==> src/rtl/fi_pkg.sv <==
package fi_pkg;
   typedef enum logic [1:0] {
      FL_1024 = 2'b00,
      FL_512  = 2'b01,
      FL_256  = 2'b10,
      FL_ALT  = 2'b11
   } fl_size_e;

   // number of index bits selecting a list entry for a size code
   function automatic int list_bits(input int code, input int max_bits);
      case (code)
         1:       return max_bits - 1;
         2:       return max_bits - 2;
         default: return max_bits;
      endcase
   endfunction
endpackage

==> src/rtl/fi_wr_gate.sv <==
module fi_wr_gate #(
   parameter int REG_W = 32,
   parameter int IDX_W = 14
) (
   input  logic               wr_en,
   input  logic               halted,
   input  logic [REG_W/8-1:0] wr_be,
   input  logic [REG_W-1:0]   wr_data,
   output logic               load_o,
   output logic [IDX_W-1:0]   load_val_o
);
   localparam int BE_W = REG_W / 8;

   initial begin
      if (REG_W % 8 != 0) $error("REG_W must be a whole number of bytes");
      if (IDX_W > REG_W)  $error("IDX_W must fit in the register");
   end

   logic full_word;
   assign full_word  = (wr_be == {BE_W{1'b1}});
   assign load_o     = wr_en & halted & full_word;
   assign load_val_o = wr_data[IDX_W-1:0];
endmodule

==> src/rtl/fi_counter.sv <==
module fi_counter #(
   parameter int IDX_W = 14
) (
   input  logic             clk,
   input  logic             rst_n,
   input  logic             tick,
   input  logic             run_en,
   input  logic             load,
   input  logic [IDX_W-1:0] load_val,
   output logic [IDX_W-1:0] idx_o,
   output logic             step_o
);
   initial begin
      if (IDX_W < 4) $error("IDX_W too small");
   end

   logic [IDX_W-1:0] idx_q;

   assign step_o = tick & run_en & ~load;

   always_ff @(posedge clk) begin
      if (!rst_n)      idx_q <= '0;
      else if (load)   idx_q <= load_val;
      else if (step_o) idx_q <= idx_q + 1'b1;
   end

   assign idx_o = idx_q;

   a_r2_step: assert property (@(posedge clk) disable iff (!rst_n)
      (tick && run_en && !load) |=> (idx_q == IDX_W'($past(idx_q) + 1'b1)));
   a_r3_hold: assert property (@(posedge clk) disable iff (!rst_n)
      (!load && !(tick && run_en)) |=> $stable(idx_q));
   a_r4_load: assert property (@(posedge clk) disable iff (!rst_n)
      load |=> (idx_q == $past(load_val)));
endmodule

==> src/rtl/fi_entry_sel.sv <==
module fi_entry_sel
   import fi_pkg::*;
#(
   parameter int IDX_W     = 14,
   parameter int SUB_W     = 3,
   parameter int MAX_LBITS = 10
) (
   input  logic [IDX_W-1:0]     idx,
   input  logic [1:0]           size_code,
   output logic [MAX_LBITS-1:0] entry_o
);
   initial begin
      if (SUB_W + MAX_LBITS >= IDX_W) $error("index too narrow for list");
      if (MAX_LBITS < 3)              $error("MAX_LBITS too small");
   end

   logic [MAX_LBITS-1:0] cand [4];

   for (genvar g = 0; g < 4; g++) begin : g_size
      localparam int LB = list_bits(g, MAX_LBITS);
      if (LB == MAX_LBITS) begin : g_full
         assign cand[g] = idx[SUB_W +: MAX_LBITS];
      end else begin : g_part
         assign cand[g] = {{(MAX_LBITS-LB){1'b0}}, idx[SUB_W +: LB]};
      end
   end

   assign entry_o = cand[size_code];
endmodule

==> src/rtl/fi_wrap_det.sv <==
module fi_wrap_det
   import fi_pkg::*;
#(
   parameter int IDX_W     = 14,
   parameter int SUB_W     = 3,
   parameter int MAX_LBITS = 10
) (
   input  logic             clk,
   input  logic             rst_n,
   input  logic [IDX_W-1:0] idx,
   input  logic [1:0]       size_code,
   input  logic             step,
   output logic             wrap_o
);
   localparam int TOP_MAX = SUB_W + MAX_LBITS;

   initial begin
      if (TOP_MAX >= IDX_W) $error("wrap bit falls outside index");
   end

   // mask of bits N:0 for the selected size; all ones below means the
   // next increment toggles bit N+1
   logic [IDX_W-1:0] low_mask;
   always_comb begin
      low_mask = '0;
      for (int b = 0; b < IDX_W; b++)
         if (b < SUB_W + list_bits(int'(size_code), MAX_LBITS)) low_mask[b] = 1'b1;
   end

   logic at_edge, wrap_q;
   assign at_edge = &(idx | ~low_mask);

   always_ff @(posedge clk) begin
      if (!rst_n) wrap_q <= 1'b0;
      else        wrap_q <= step & at_edge;
   end

   assign wrap_o = wrap_q;

   a_r8_single: assert property (@(posedge clk) disable iff (!rst_n)
      wrap_q |=> !wrap_q);
   a_r8_cause: assert property (@(posedge clk) disable iff (!rst_n)
      !step |=> !wrap_q);
endmodule

==> src/rtl/fi_index_counter.sv <==
module fi_index_counter #(
   parameter int REG_W     = 32,
   parameter int IDX_W     = 14,
   parameter int SUB_W     = 3,
   parameter int MAX_LBITS = 10
) (
   input  logic                 clk,
   input  logic                 rst_n,
   input  logic                 uframe_tick,
   input  logic                 run_en,
   input  logic                 halted,
   input  logic [1:0]           list_size,
   input  logic                 wr_en,
   input  logic [REG_W/8-1:0]   wr_be,
   input  logic [REG_W-1:0]     wr_data,
   output logic [REG_W-1:0]     reg_rdata,
   output logic [MAX_LBITS-1:0] list_entry,
   output logic                 wrap_pulse
);
   localparam int PAD_W = REG_W - IDX_W;

   initial begin
      if (PAD_W < 1) $error("register must have reserved bits above index");
   end

   logic             load;
   logic [IDX_W-1:0] load_val, idx;
   logic             step;

   fi_wr_gate #(.REG_W(REG_W), .IDX_W(IDX_W)) u_gate (
      .wr_en(wr_en), .halted(halted), .wr_be(wr_be), .wr_data(wr_data),
      .load_o(load), .load_val_o(load_val));

   fi_counter #(.IDX_W(IDX_W)) u_cnt (
      .clk(clk), .rst_n(rst_n), .tick(uframe_tick), .run_en(run_en),
      .load(load), .load_val(load_val), .idx_o(idx), .step_o(step));

   fi_entry_sel #(.IDX_W(IDX_W), .SUB_W(SUB_W), .MAX_LBITS(MAX_LBITS)) u_sel (
      .idx(idx), .size_code(list_size), .entry_o(list_entry));

   fi_wrap_det #(.IDX_W(IDX_W), .SUB_W(SUB_W), .MAX_LBITS(MAX_LBITS)) u_wrap (
      .clk(clk), .rst_n(rst_n), .idx(idx), .size_code(list_size),
      .step(step), .wrap_o(wrap_pulse));

   assign reg_rdata = {{PAD_W{1'b0}}, idx};

   a_r6_no_load_running: assert property (@(posedge clk) disable iff (!rst_n)
      (!halted && !(uframe_tick && run_en)) |=> $stable(reg_rdata));
   a_r5_partial_ignored: assert property (@(posedge clk) disable iff (!rst_n)
      (wr_be != {(REG_W/8){1'b1}} && !(uframe_tick && run_en)) |=> $stable(reg_rdata));
endmodule

==> config.mk <==
export PLATFORM = sky130hd
export DESIGN_NAME = fi_index_counter
export DESIGN_NICKNAME = d
export VERILOG_FILES = /design/src/rtl/fi_pkg.sv /design/src/rtl/fi_wr_gate.sv /design/src/rtl/fi_counter.sv /design/src/rtl/fi_entry_sel.sv /design/src/rtl/fi_wrap_det.sv /design/src/rtl/fi_index_counter.sv
export SDC_FILE = /design/constraint.sdc
export NUM_CORES = 1
export LEC_CHECK = 0
export ABC_AREA = 1
export BUFFER_PORTS_ARGS = -buffer_cell sky130_fd_sc_hd__buf_4
export CAP_MARGIN = 40
export CORE_AREA = 2 2 65 67
export DETAILED_ROUTE_END_ITERATION = 16
export DIE_AREA = 0 0 67 69
export GPL_TIMING_DRIVEN = 0
export PLACE_DENSITY = 0.67
export SKIP_CTS_REPAIR_TIMING = 1
export SLEW_MARGIN = 40
export SYNTH_ARGS = -nofsm -noshare
export SYNTH_HDL_FRONTEND = slang
export SYNTH_SLANG_ARGS = --single-unit
==> constraint.sdc <==
create_clock -name clk -period 3.1 [get_ports clk]
set_input_delay 0.465 -clock clk [delete_from_list [all_inputs] [get_ports clk]]
set_output_delay 0.465 -clock clk [all_outputs]
set_load 0.005 [all_outputs]
**After elaboration in Yosys (flattened, before gate mapping)**

Cells that the tools add are included.

- Register bits after elaboration: 15
- Output and inout bits: 43

- Add/subtract/negate cells: 2
- $lt $le $gt $ge: 15
- Eq/ne operators: 3
- Muxes and demuxes: 20
- Bitwise operators: 9
- Reductions and logical operators: 2

Operators by type and width:

| operator | number |
|---|---|
| < comparator 5 x 32 -> 1 bit (first input constant) | 6 |
| < comparator 4 x 32 -> 1 bit (first input constant) | 4 |
| < comparator 3 x 32 -> 1 bit (first input constant) | 2 |
| < comparator 2 x 32 -> 1 bit (first input constant) | 1 |
| 2-to-1 mux 14 bit | 2 |
| binary-select mux 10 bit (select 2 bit) | 1 |
| 2-to-1 mux 10 bit | 2 |
| adder 14 x 1 -> 14 bit (second input constant) | 1 |
| 2-to-1 mux 1 bit | 14 |
| NOT 14 bit | 1 |
| OR 14 bit | 1 |
| AND reduction 14 bit | 1 |
| adder 2 x 4 -> 5 bit (first input constant) | 1 |
| bitwise AND 1 bit | 5 |
| < comparator 1 x 5 -> 1 bit (first input constant) | 1 |
| equality test 4 bit (second input constant) | 1 |
| case mux 2 bit (2 select lines) | 1 |
| >= comparator 3 bit (second input constant) | 1 |
| NOT 2 -> 3 bit | 1 |
| equality test 2 x 1 -> 1 bit (second input constant) | 1 |
| equality test 2 bit (second input constant) | 1 |
| nonzero test 2 bit | 1 |
| NOT 1 bit | 1 |

**Logic depth before layout (Yosys ltp)**

Gate-level depths: netlist of run 1.

- Word-level depth: 9
- Mapped depth: 8

**Modules after synthesis**

From an unflattened synthesis of run 1, not the netlist that was laid out.

- Cell total of the unflattened synthesis: 234
- Area total of the unflattened synthesis: 1456.4 um^2

Modules (own cells, without submodules):

| module | times used | cells an instance | area each (um^2) |
|---|---|---|---|
| fi_counter | 1 | 153 | 957.2 |
| fi_index_counter | 1 | 19 | 138.9 |
| fi_wrap_det | 1 | 27 | 137.6 |
| fi_wr_gate | 1 | 21 | 133.9 |
| fi_entry_sel | 1 | 14 | 88.8 |

**Worst setup path before layout of run 1**

Ideal clock, no wire load.

- Kind: input -> register
- Start: input wr_be[2]
- End: register u_cnt.idx_q[6] (netlist: u_cnt.idx_o[6])
- Setup time: 0.130 ns
- Arrival: 1.164 ns
- Required time: 2.970 ns
- Slack: 1.806 ns
- Stages on the path: 8
- Buffers on the path: 1
- Path through: nand2_1 -> nor2_8 -> nand2_4 -> buf_6 -> nand3_2 -> nand2_1 -> a21oi_1 -> nor2_1

- Word-level cells in the longest chain between the ends: 5
- Elaborated cells on any way between the ends: 6

Ends and longest elaborated chain:

| element | RTL line | source |
|---|---|---|
| start, declared | fi_index_counter.sv:14 | `input logic [REG_W/8-1:0] wr_be,` |
| equality test 4 bit * | fi_wr_gate.sv:20 | `assign full_word = (wr_be == {BE_W{1'b1}});` |
| bitwise AND 1 bit * | fi_wr_gate.sv:21 | `assign load_o = wr_en & halted & full_word;` |
| NOT 1 bit | fi_counter.sv:19 | `assign step_o = tick & run_en & ~load;` |
| bitwise AND 1 bit | fi_counter.sv:19 |  |
| nonzero test 2 bit (no source line) | -- |  |
| end signal, assigned | fi_counter.sv:23 | `else if (load) idx_q <= load_val;` |
| end signal, assigned | fi_counter.sv:24 | `else if (step_o) idx_q <= idx_q + 1'b1;` |
| end, declared | fi_counter.sv:17 | `logic [IDX_W-1:0] idx_q;` |

Mark *: on every way between the ends. The rest lies on a longest branch, timed or not.
A chain may end at the register's enable or synchronous reset.

**Worst setup path in the final report of run 1**

- Start: register u_cnt.idx_q[12] (netlist: u_cnt.idx_o[12])
- End: output list_entry[9]

- Word-level cells in the longest chain between the ends: 3

Ends and longest elaborated chain:

| element | RTL line | source |
|---|---|---|
| binary-select mux 10 bit (select 2 bit) | fi_entry_sel.sv:28 | `assign entry_o = cand[size_code];` |
| 2-to-1 mux 10 bit (implied by the code) (2 in a row) | fi_entry_sel.sv:28 |  |
| end, declared | fi_index_counter.sv:17 | `output logic [MAX_LBITS-1:0] list_entry,` |

No other way between the ends. The select of a mux whose other input is x is not followed.

==> reports/metrics.sh, run 1 <==
VIAS_PER_CELL=4.39
CRITPATHREQUIREDTIME_NS=2.63
YOSYS_WARNINGS=0
CRITICAL_PATH.MAX_FANOUT=6
RATIO_OF_CELLS_WITH_DRIVE_ABOVE_1_IN_THE_FINAL_LAYOUT_PCT=37.3
CP_TOP_FAMILY='flip-flops'
CRITICALPATHCATEGORY='reg2out'
MAX_CLOCK_FREQ_GHz=0.662
CTS-BUFFERS-INSERTED=3
CP.BUFFERS_INVERTERS=1
END_KIND='output pin'
CORE_REGION_AREA_SQ_UM=3910
FINAL_CORE_UTILIZATION_PCT=48.1
SYNTH.YOSYS.SEQ_AREA_SHARE_PCT=22.5
MAXCAPVIOLCOUNT=0
HIGHEST_LAYER='met4'
TOP_POST_SYNTHESIS_CELLS_BY_AREA='sky130_fd_sc_hd__dfxtp_1, sky130_fd_sc_hd__buf_4, sky130_fd_sc_hd__nand3_1'
DIE_H_UM=69
DETAILEDROUTE.FIRSTITERATIONVIOLATIONS=56
PLACEMENT.IO_BUFFERS=50
FINAL-SETUP-VIOL-COUNT=0
FINALWORSTPATHREQUIREDPERIOD_NS=1.51
CLOCK_LATENCY_NS=0.26
POWER-PER-CELL-AREA_nW_PER_UM2=246
DRC=0
CRITICAL-PATH-MAX-STAGE-DELAY_NS=0.43
NETS=319
CLK_TRANSITION_REPORTED_PATHS_NS=0.07
DRT.ANTENNA.VIOLATING_NETS=0
ROUTED-WL-MET3_UM=333
SLEW-LIMIT-HEADROOM_PCT=61.9
DRT-TOTAL-WL_UM=3370
POSTLAYOUTSETUPSLACKWORST_NS=1.59
POST-SYNTH-TOP-COUNT-CELL='sky130_fd_sc_hd__nand2_1'
ARRIVAL_NS=1.04
SYN_AVG_CELL_AREA_SQ_UM=6.69
DRT_PASS1_ITERATIONS=4
FINCLKSKEW_NS=0.00205
RSZ0062_AT_GRT='no'
PLACE.GP.CONGESTION=0.802
WORSTPATHCELLLIST='o21ai_0, a21oi_1, buf_4'
GRT_USE_TOTAL_PCT=15.2
FLOORPLAN.IO_PINS=87
ROUTE.MET2.WL_UM=1520
SLOWEST_STAGE='sky130_fd_sc_hd__dfxtp_1'
FINAL_HOLD_VIOL_COUNT=0
SYNTH.CELL_AREA_SQ_UM=1340
SYNTHDOMINANTAREACELLTYPE='sky130_fd_sc_hd__dfxtp_1'
WORST_IR_DROP_VDD_mV=0.109
CTS_SINKS=15
POSTSYNTHREGISTERBITS=15
POST_SYNTH_MOST_FREQUENT_CELLS='sky130_fd_sc_hd__nand2_1, sky130_fd_sc_hd__nand3_1, sky130_fd_sc_hd__buf_4'
SYNTH_ENABLE_FLOP_CELLS=0
MOST_COMMON_FLOP_CELL_MAPPED_BY_YOSYS='sky130_fd_sc_hd__dfxtp_1'
ANTENNA-DIODE-COUNT=0
ROUTE.DETAILED.WL_PER_INST_UM=10.5
LEAKAGE_POWER_nW=0.964
FP.DIEAREA_SQ_UM=4620
FP-ROW-COUNT=23
STATUS='complete, no violations'
CLOCK-ROOT-BUFFER='sky130_fd_sc_hd__clkbuf_8'
STARTING_DENSITY_OF_THE_CORE_PCT=34.2
WORST_PIN_SLEW_NS=0.571
CTS_TREE='yes'
PATH_CLASS_OF_THE_LOWEST_SLACK_MIN_DELAY_PATH='in2reg'
GRT_PASS1_WL_UM=5420
ANTENNA_FOUND_INITIAL=0
FLOORPLAN.DIE.WIDTH_UM=67
M1WIRELENGTH_UM=1460
FILLER_CELL_COUNT=426
VIA_COUNT_OF_THE_FIRST_GLOBAL_ROUTING_PASS=1201
HPWL_REPORTED_AT_THE_END_OF_DETAILED_PLACEMENT_UM=2580
GR-TOTAL-OVERFLOW=0
TIMING.SETUP.TNS_NS=0
SYN_TO_FINAL_GROWTH_PCT=40.9
WORST_SETUP_PATH_START_KIND='flip-flop'
GRT_START_MAX_NET_PINS=11
SYNTH_TOP_AREA_SHARE_PCT=22.5
MULTI_INPUT_COMB_AREA_SQ_UM=783
SYNTH.DISTINCT_CELLS=29
DRV_SLEW=0
SEQUENTIAL_CELL_AREA_SQ_UM=300
CTS_BUFFER_DEPTH=2
POST-PLACE-WS_NS=1.63
CTS.HTREE.LEVELS=1
YS_ASYNC_SR_FRACTION_PCT=0
LAYOUT_WORST_PATH_CYCLE_SHARE_PCT=48.7
DR_TOTAL_VIAS=1409
SYN-INSTANCE-COUNT=200
-- final cells by class --
cell class              count  share of cell area (%)
inverters                  23                    4.58
clock buffers               4                    2.39
repair buffers             50                    19.9
multi-input cells         148                    41.6
plain buffers              31                    12.3
flip-flops and latches     15                    15.9
well taps                  50                    3.32
-- placed cells by master (no fill, tap or decap), drive strengths merged, types with 2 or more instances in the layout --
cell type / n
a21oi: 15
a31oi: 2
buf: 80
clkbuf: 5
conb: 18
dfxtp: 15
ha: 3
inv: 22
nand2: 42
nand3: 38
nor2: 15
o21ai: 8
xor2: 4
-- cell families (layout without fill, tap and decap cells) --
| family | count (synthesis) | after routing | synth area share, % |
|---|---|---|---|
| AO/OA/AOI/OAI | 25 | 25 | 10.9 |
| XOR/XNOR | 4 | 4 | 2.62 |
| adder cells (fa/ha/maj) | 3 | 3 | 2.81 |
| buffers and inverters | 54 | 108 | 23.8 |
| flip-flops | 15 | 15 | 22.5 |
| other | 1 | 18 | 0.280 |
| AND/OR/NAND/NOR | 98 | 98 | 37.1 |
-- worst paths after layout --
check	slack, ns	start	endpoint	cells after the start
max	1.59	u_cnt.idx_o[12]	list_entry[9]	3
min	0.44	rst_n	u_cnt.idx_o[0]	3
max reg2reg	1.73	u_cnt.idx_o[0]	u_cnt.idx_o[10]	6
min reg2reg	0.55	u_cnt.idx_o[1]	u_cnt.idx_o[1]	2
-- worst reg2reg max path, delay by kind of cell, from the launching register on --
family,cells,cell delay (ns)
AND/OR/NAND/NOR,4,0.56
flip-flops,1,0.42
adder cells (fa/ha/maj),1,0.20
AO/OA/AOI/OAI,1,0.06
-- through the flow --
step,instance area (sq um),hold WS [ns],std cells,power [mW]
final,1880,0.441,321,0.464
after floorplan,1400,0.527,217,0.256
after CTS,1880,0.445,321,0.465
after global placement,1840,0.531,317,0.296
after global routing,1880,0.462,321,0.484
after detailed placement,1840,0.545,317,0.296
-- flip-flops by register name (all words and copies together) (netlist names) --
name,flops
u_cnt.idx_o,14
u_wrap.wrap_o,1
-- routing by layer --
metal,vias up,GRT usage [%]
li1,746,-
met1,604,20.5
met2,54,22.7
met5,-,0
met4,0,6.58
met3,5,3.59
-- power breakdown --
part | internal [mW] | total (mW) | switching [mW]
Clock | 0.0915 | 0.172 | 0.0801
Combinational | 0.0502 | 0.0920 | 0.0419
Sequential | 0.196 | 0.200 | 0.00447
Power figures use the tool's default switching activity.
==> inputs of run 2 (changes only) <==
--- a/config.mk
+++ b/config.mk
@@ -12,7 +12,7 @@
 export DETAILED_ROUTE_END_ITERATION = 16
 export DIE_AREA = 0 0 67 69
 export GPL_TIMING_DRIVEN = 0
-export PLACE_DENSITY = 0.67
+export PLACE_DENSITY = 0.7
 export SKIP_CTS_REPAIR_TIMING = 1
 export SLEW_MARGIN = 40
 export SYNTH_ARGS = -nofsm -noshare
==> constraint.sdc (replaced) <==
create_clock -name clk -period 1.2 [get_ports clk]
set_input_delay 0.18 -clock clk [delete_from_list [all_inputs] [get_ports clk]]
set_output_delay 0.18 -clock clk [all_outputs]
set_load 0.005 [all_outputs]
==> reports/metrics.sh, run 2 (synthesized netlist as in run 1, its figures left out) <==
POWER.SHARE.CLOCK_PCT=36.2  # was 37.0%
SYN_TO_FINAL_GROWTH_PCT=46.8  # was 40.9%
END_KIND='flip-flop'  # was output pin
CRITICAL_PATH.MAX_FANOUT=5  # was 6
ROUTE.DETAILED.WL_PER_INST_UM=11.1  # was 10.5 um
WORST_SETUP_PATH_START_KIND='flip-flop'  # unchanged
RSZ0062_AT_GRT='yes'  # was no
WORST_R2R_START='u_cnt.idx_o[2]'  # was u_cnt.idx_o[0]
REG2REG_SETUP_SLACK_NS=-0.005  # was 1.73 ns
DEPTH_OF_THE_WORST_HOLD_TIMING_PATH=3  # unchanged
STARTING_DENSITY_OF_THE_CORE_PCT=34.2  # unchanged
CTS_TREE='yes'  # unchanged
NETS=321  # was 319
PLACE.GP.CONGESTION=0.804  # was 0.802
DRC=0  # unchanged
VIAS_PER_CELL=4.44  # was 4.39
DRT-TOTAL-WL_UM=3600  # was 3370 um
FINAL-SETUP-VIOL-COUNT=3  # was 0
DRT.ANTENNA.VIOLATING_NETS=0  # unchanged
VIA_COUNT_OF_THE_FIRST_GLOBAL_ROUTING_PASS=1278  # was 1201
CTS.HTREE.LEVELS=1  # unchanged
FINAL_HOLD_VIOL_COUNT=0  # unchanged
DR_TOTAL_VIAS=1434  # was 1409
POWER.TOTAL_mW=1.19  # was 0.464 mW
FP-ROW-COUNT=23  # unchanged
CTS_SINKS=15  # unchanged
LEAKAGE_POWER_nW=0.992  # was 0.964 nW
FP.DIEAREA_SQ_UM=4620  # unchanged
FLIP_FLOP_COUNT_OF_THE_LARGEST_REGISTER_ALL_COPIES_AND_WORDS_ADDED=14  # unchanged
WORSTSETUPENDPOINT='u_cnt.idx_o[7]'  # was list_entry[9]
CTS_BUFFER_DEPTH=2  # unchanged
RATIO_OF_CELLS_WITH_DRIVE_ABOVE_1_IN_THE_FINAL_LAYOUT_PCT=44.0  # was 37.3%
GRT_START_MAX_NET_PINS=11  # unchanged
HPWL_REPORTED_AT_THE_END_OF_DETAILED_PLACEMENT_UM=2600  # was 2580 um
WORST_PIN_SLEW_NS=0.575  # was 0.571 ns
STATUS='complete, but fails checks'  # was complete, no violations
FINISH.INSTANCE_AREA_SQ_UM=1960  # was 1880 sq um
SLEW-LIMIT-HEADROOM_PCT=61.6  # was 61.9%
DRV_SLEW=0  # unchanged
WORST_IR_DROP_VDD_mV=0.311  # was 0.109 mV
CLOCK-ROOT-BUFFER='sky130_fd_sc_hd__clkbuf_8'  # unchanged
SEQ_POWER_SHARE_PCT=43.1  # about the same
ANTENNA_FOUND_INITIAL=0  # unchanged
COMMONEST_CELLS_AFTER_ROUTING_FILL_AND_TAPS_ASIDE='sky130_fd_sc_hd__buf_4, sky130_fd_sc_hd__nand2_1, sky130_fd_sc_hd__nand3_1'  # unchanged
CTS-BUFFERS-INSERTED=3  # unchanged
CRITPATHREQUIREDTIME_NS=1.38  # was 2.63 ns
FINCLKSKEW_NS=0.00292  # was 0.00205 ns
GR-TOTAL-OVERFLOW=0  # unchanged
LAYOUT_WORST_PATH_CYCLE_SHARE_PCT=100
P_INT_mW=0.870  # was 0.337 mW
POSTLAYOUTSETUPSLACKWORST_NS=-0.00532  # was 1.59 ns
FILLER_CELL_COUNT=414  # was 426
VIOLATIONS='setup timing'
NETSWITCHINGFRACTION_PCT=27.0  # was 27.3%
DRT_PASS1_ITERATIONS=4  # unchanged
CRITICAL_PATH.STARTPOINT='u_cnt.idx_o[2]'  # was u_cnt.idx_o[12]
ARRIVAL_NS=1.38  # was 1.04 ns
PLACEMENT.IO_BUFFERS=50  # unchanged
CORE_REGION_AREA_SQ_UM=3910  # unchanged
DETAILED_PLACE.AREA_SQ_UM=1840  # about the same
MAXCAPVIOLCOUNT=0  # unchanged
CRITICALPATHCATEGORY='reg2reg'  # was reg2out
FLOORPLAN.DIE.WIDTH_UM=67  # unchanged
COMBINATIONALPOWERSHARE_PCT=20.7  # was 19.9%
SWITCHING_POWER_mW=0.322  # was 0.126 mW
CLK_TRANSITION_REPORTED_PATHS_NS=0.07  # about the same
MAX_CLOCK_FREQ_GHz=0.830
DIE_H_UM=69  # unchanged
FINALWORSTPATHREQUIREDPERIOD_NS=1.21
ANTENNA-DIODE-COUNT=0  # unchanged
DETAILEDROUTE.FIRSTITERATIONVIOLATIONS=48  # was 56
FLOORPLAN.IO_PINS=87  # unchanged
POWER-PER-CELL-AREA_nW_PER_UM2=607  # was 246 nW/um^2
FINAL_CORE_UTILIZATION_PCT=50.2  # was 48.1%
MOSTFREQUENTLAYOUTCELL='sky130_fd_sc_hd__buf_4'  # unchanged
CLOCK_LATENCY_NS=0.25  # was 0.26 ns
R2R.WORST_PATH.CELLS=6  # unchanged
GRT_PASS1_WL_UM=5710  # was 5420 um
FIN_WORST_HOLD_SLACK_NS=0.174  # was 0.441 ns
GRT_USE_TOTAL_PCT=15.7  # was 15.2%
WORST_R2R_ENDPOINT='u_cnt.idx_o[7]'  # was u_cnt.idx_o[10]
PATH_CLASS_OF_THE_LOWEST_SLACK_MIN_DELAY_PATH='in2reg'  # unchanged
==> run 2: cell count changes in the layout (fill, tap and decap cells not counted), sizes merged <==
cell | previous run | this run
nor2 | 15 | 16
buf | 80 | 81
==> run 2: layer usage <==
layer	vias to the layer above	global-route usage (%)	share of wire [%]
met3	5	4.24	7.7
met4	0	5.44	1.1
met1	627	22.0	43
li1	749	-	-
met5	-	0	0
met2	53	22.9	48
==> run 2: final cells by class <==
type / count / area [sq um] / share of cell area, %
multi-input cells: 149 / 828 / 42.2
flip-flops and latches: 15 / 327 / 16.6
plain buffers: 31 / 231 / 11.8
inverters: 23 / 86.3 / 4.40
well taps: 50 / 62.6 / 3.19
clock buffers: 4 / 45.0 / 2.29
repair buffers: 51 / 383 / 19.5
==> run 2: how the worst min path moves through the flow <==
| stage | from | endpoint | slack (ns) |
|---|---|---|---|
| 2_1_floorplan | rst_n | u_cnt.idx_o[0] | 0.29 |
| 3_3_place_gp | rst_n | u_cnt.idx_o[0] | 0.44 |
| 3_5_place_dp | rst_n | u_cnt.idx_o[0] | 0.43 |
| 4_1_cts | rst_n | u_cnt.idx_o[0] | 0.17 |
| 5_1_grt | rst_n | u_cnt.idx_o[0] | 0.18 |
| 6_report | rst_n | u_cnt.idx_o[0] | 0.17 |
==> run 2: worst max-delay path: stages (launching register included) <==
cell and delay, ns:
sky130_fd_sc_hd__dfxtp_2 0.39, sky130_fd_sc_hd__nand3_2 0.18, sky130_fd_sc_hd__nor2_4 0.21, sky130_fd_sc_hd__nand2_1 0.07
sky130_fd_sc_hd__nand2_1 0.06, sky130_fd_sc_hd__nand3_1 0.06, sky130_fd_sc_hd__a21oi_1 0.15
==> run 2: per-stage QoR <==
| stage | instances | setup slack [ns] | setup TNS (ns) |
|---|---|---|---|
| 2_1_floorplan | 217 | 0.00690 | 0 |
| 3_5_place_dp | 317 | -0.0793 | -0.374 |
| 3_3_place_gp | 317 | -0.0697 | -0.284 |
| 5_1_grt | 323 | -0.114 | -0.592 |
| 4_1_cts | 321 | -0.0931 | -0.686 |
| 6_report | 323 | -0.00532 | -0.0122 |
==> run 2: power groups by stage <==
stage          clock network, mW  registers [mW]  logic, mW
2_1_floorplan                  0           0.527      0.135
3_3_place_gp                   0           0.529      0.235
3_5_place_dp                   0           0.529      0.238
4_1_cts                    0.440           0.518      0.239
5_1_grt                    0.477           0.514      0.274
6_report                   0.432           0.513      0.247
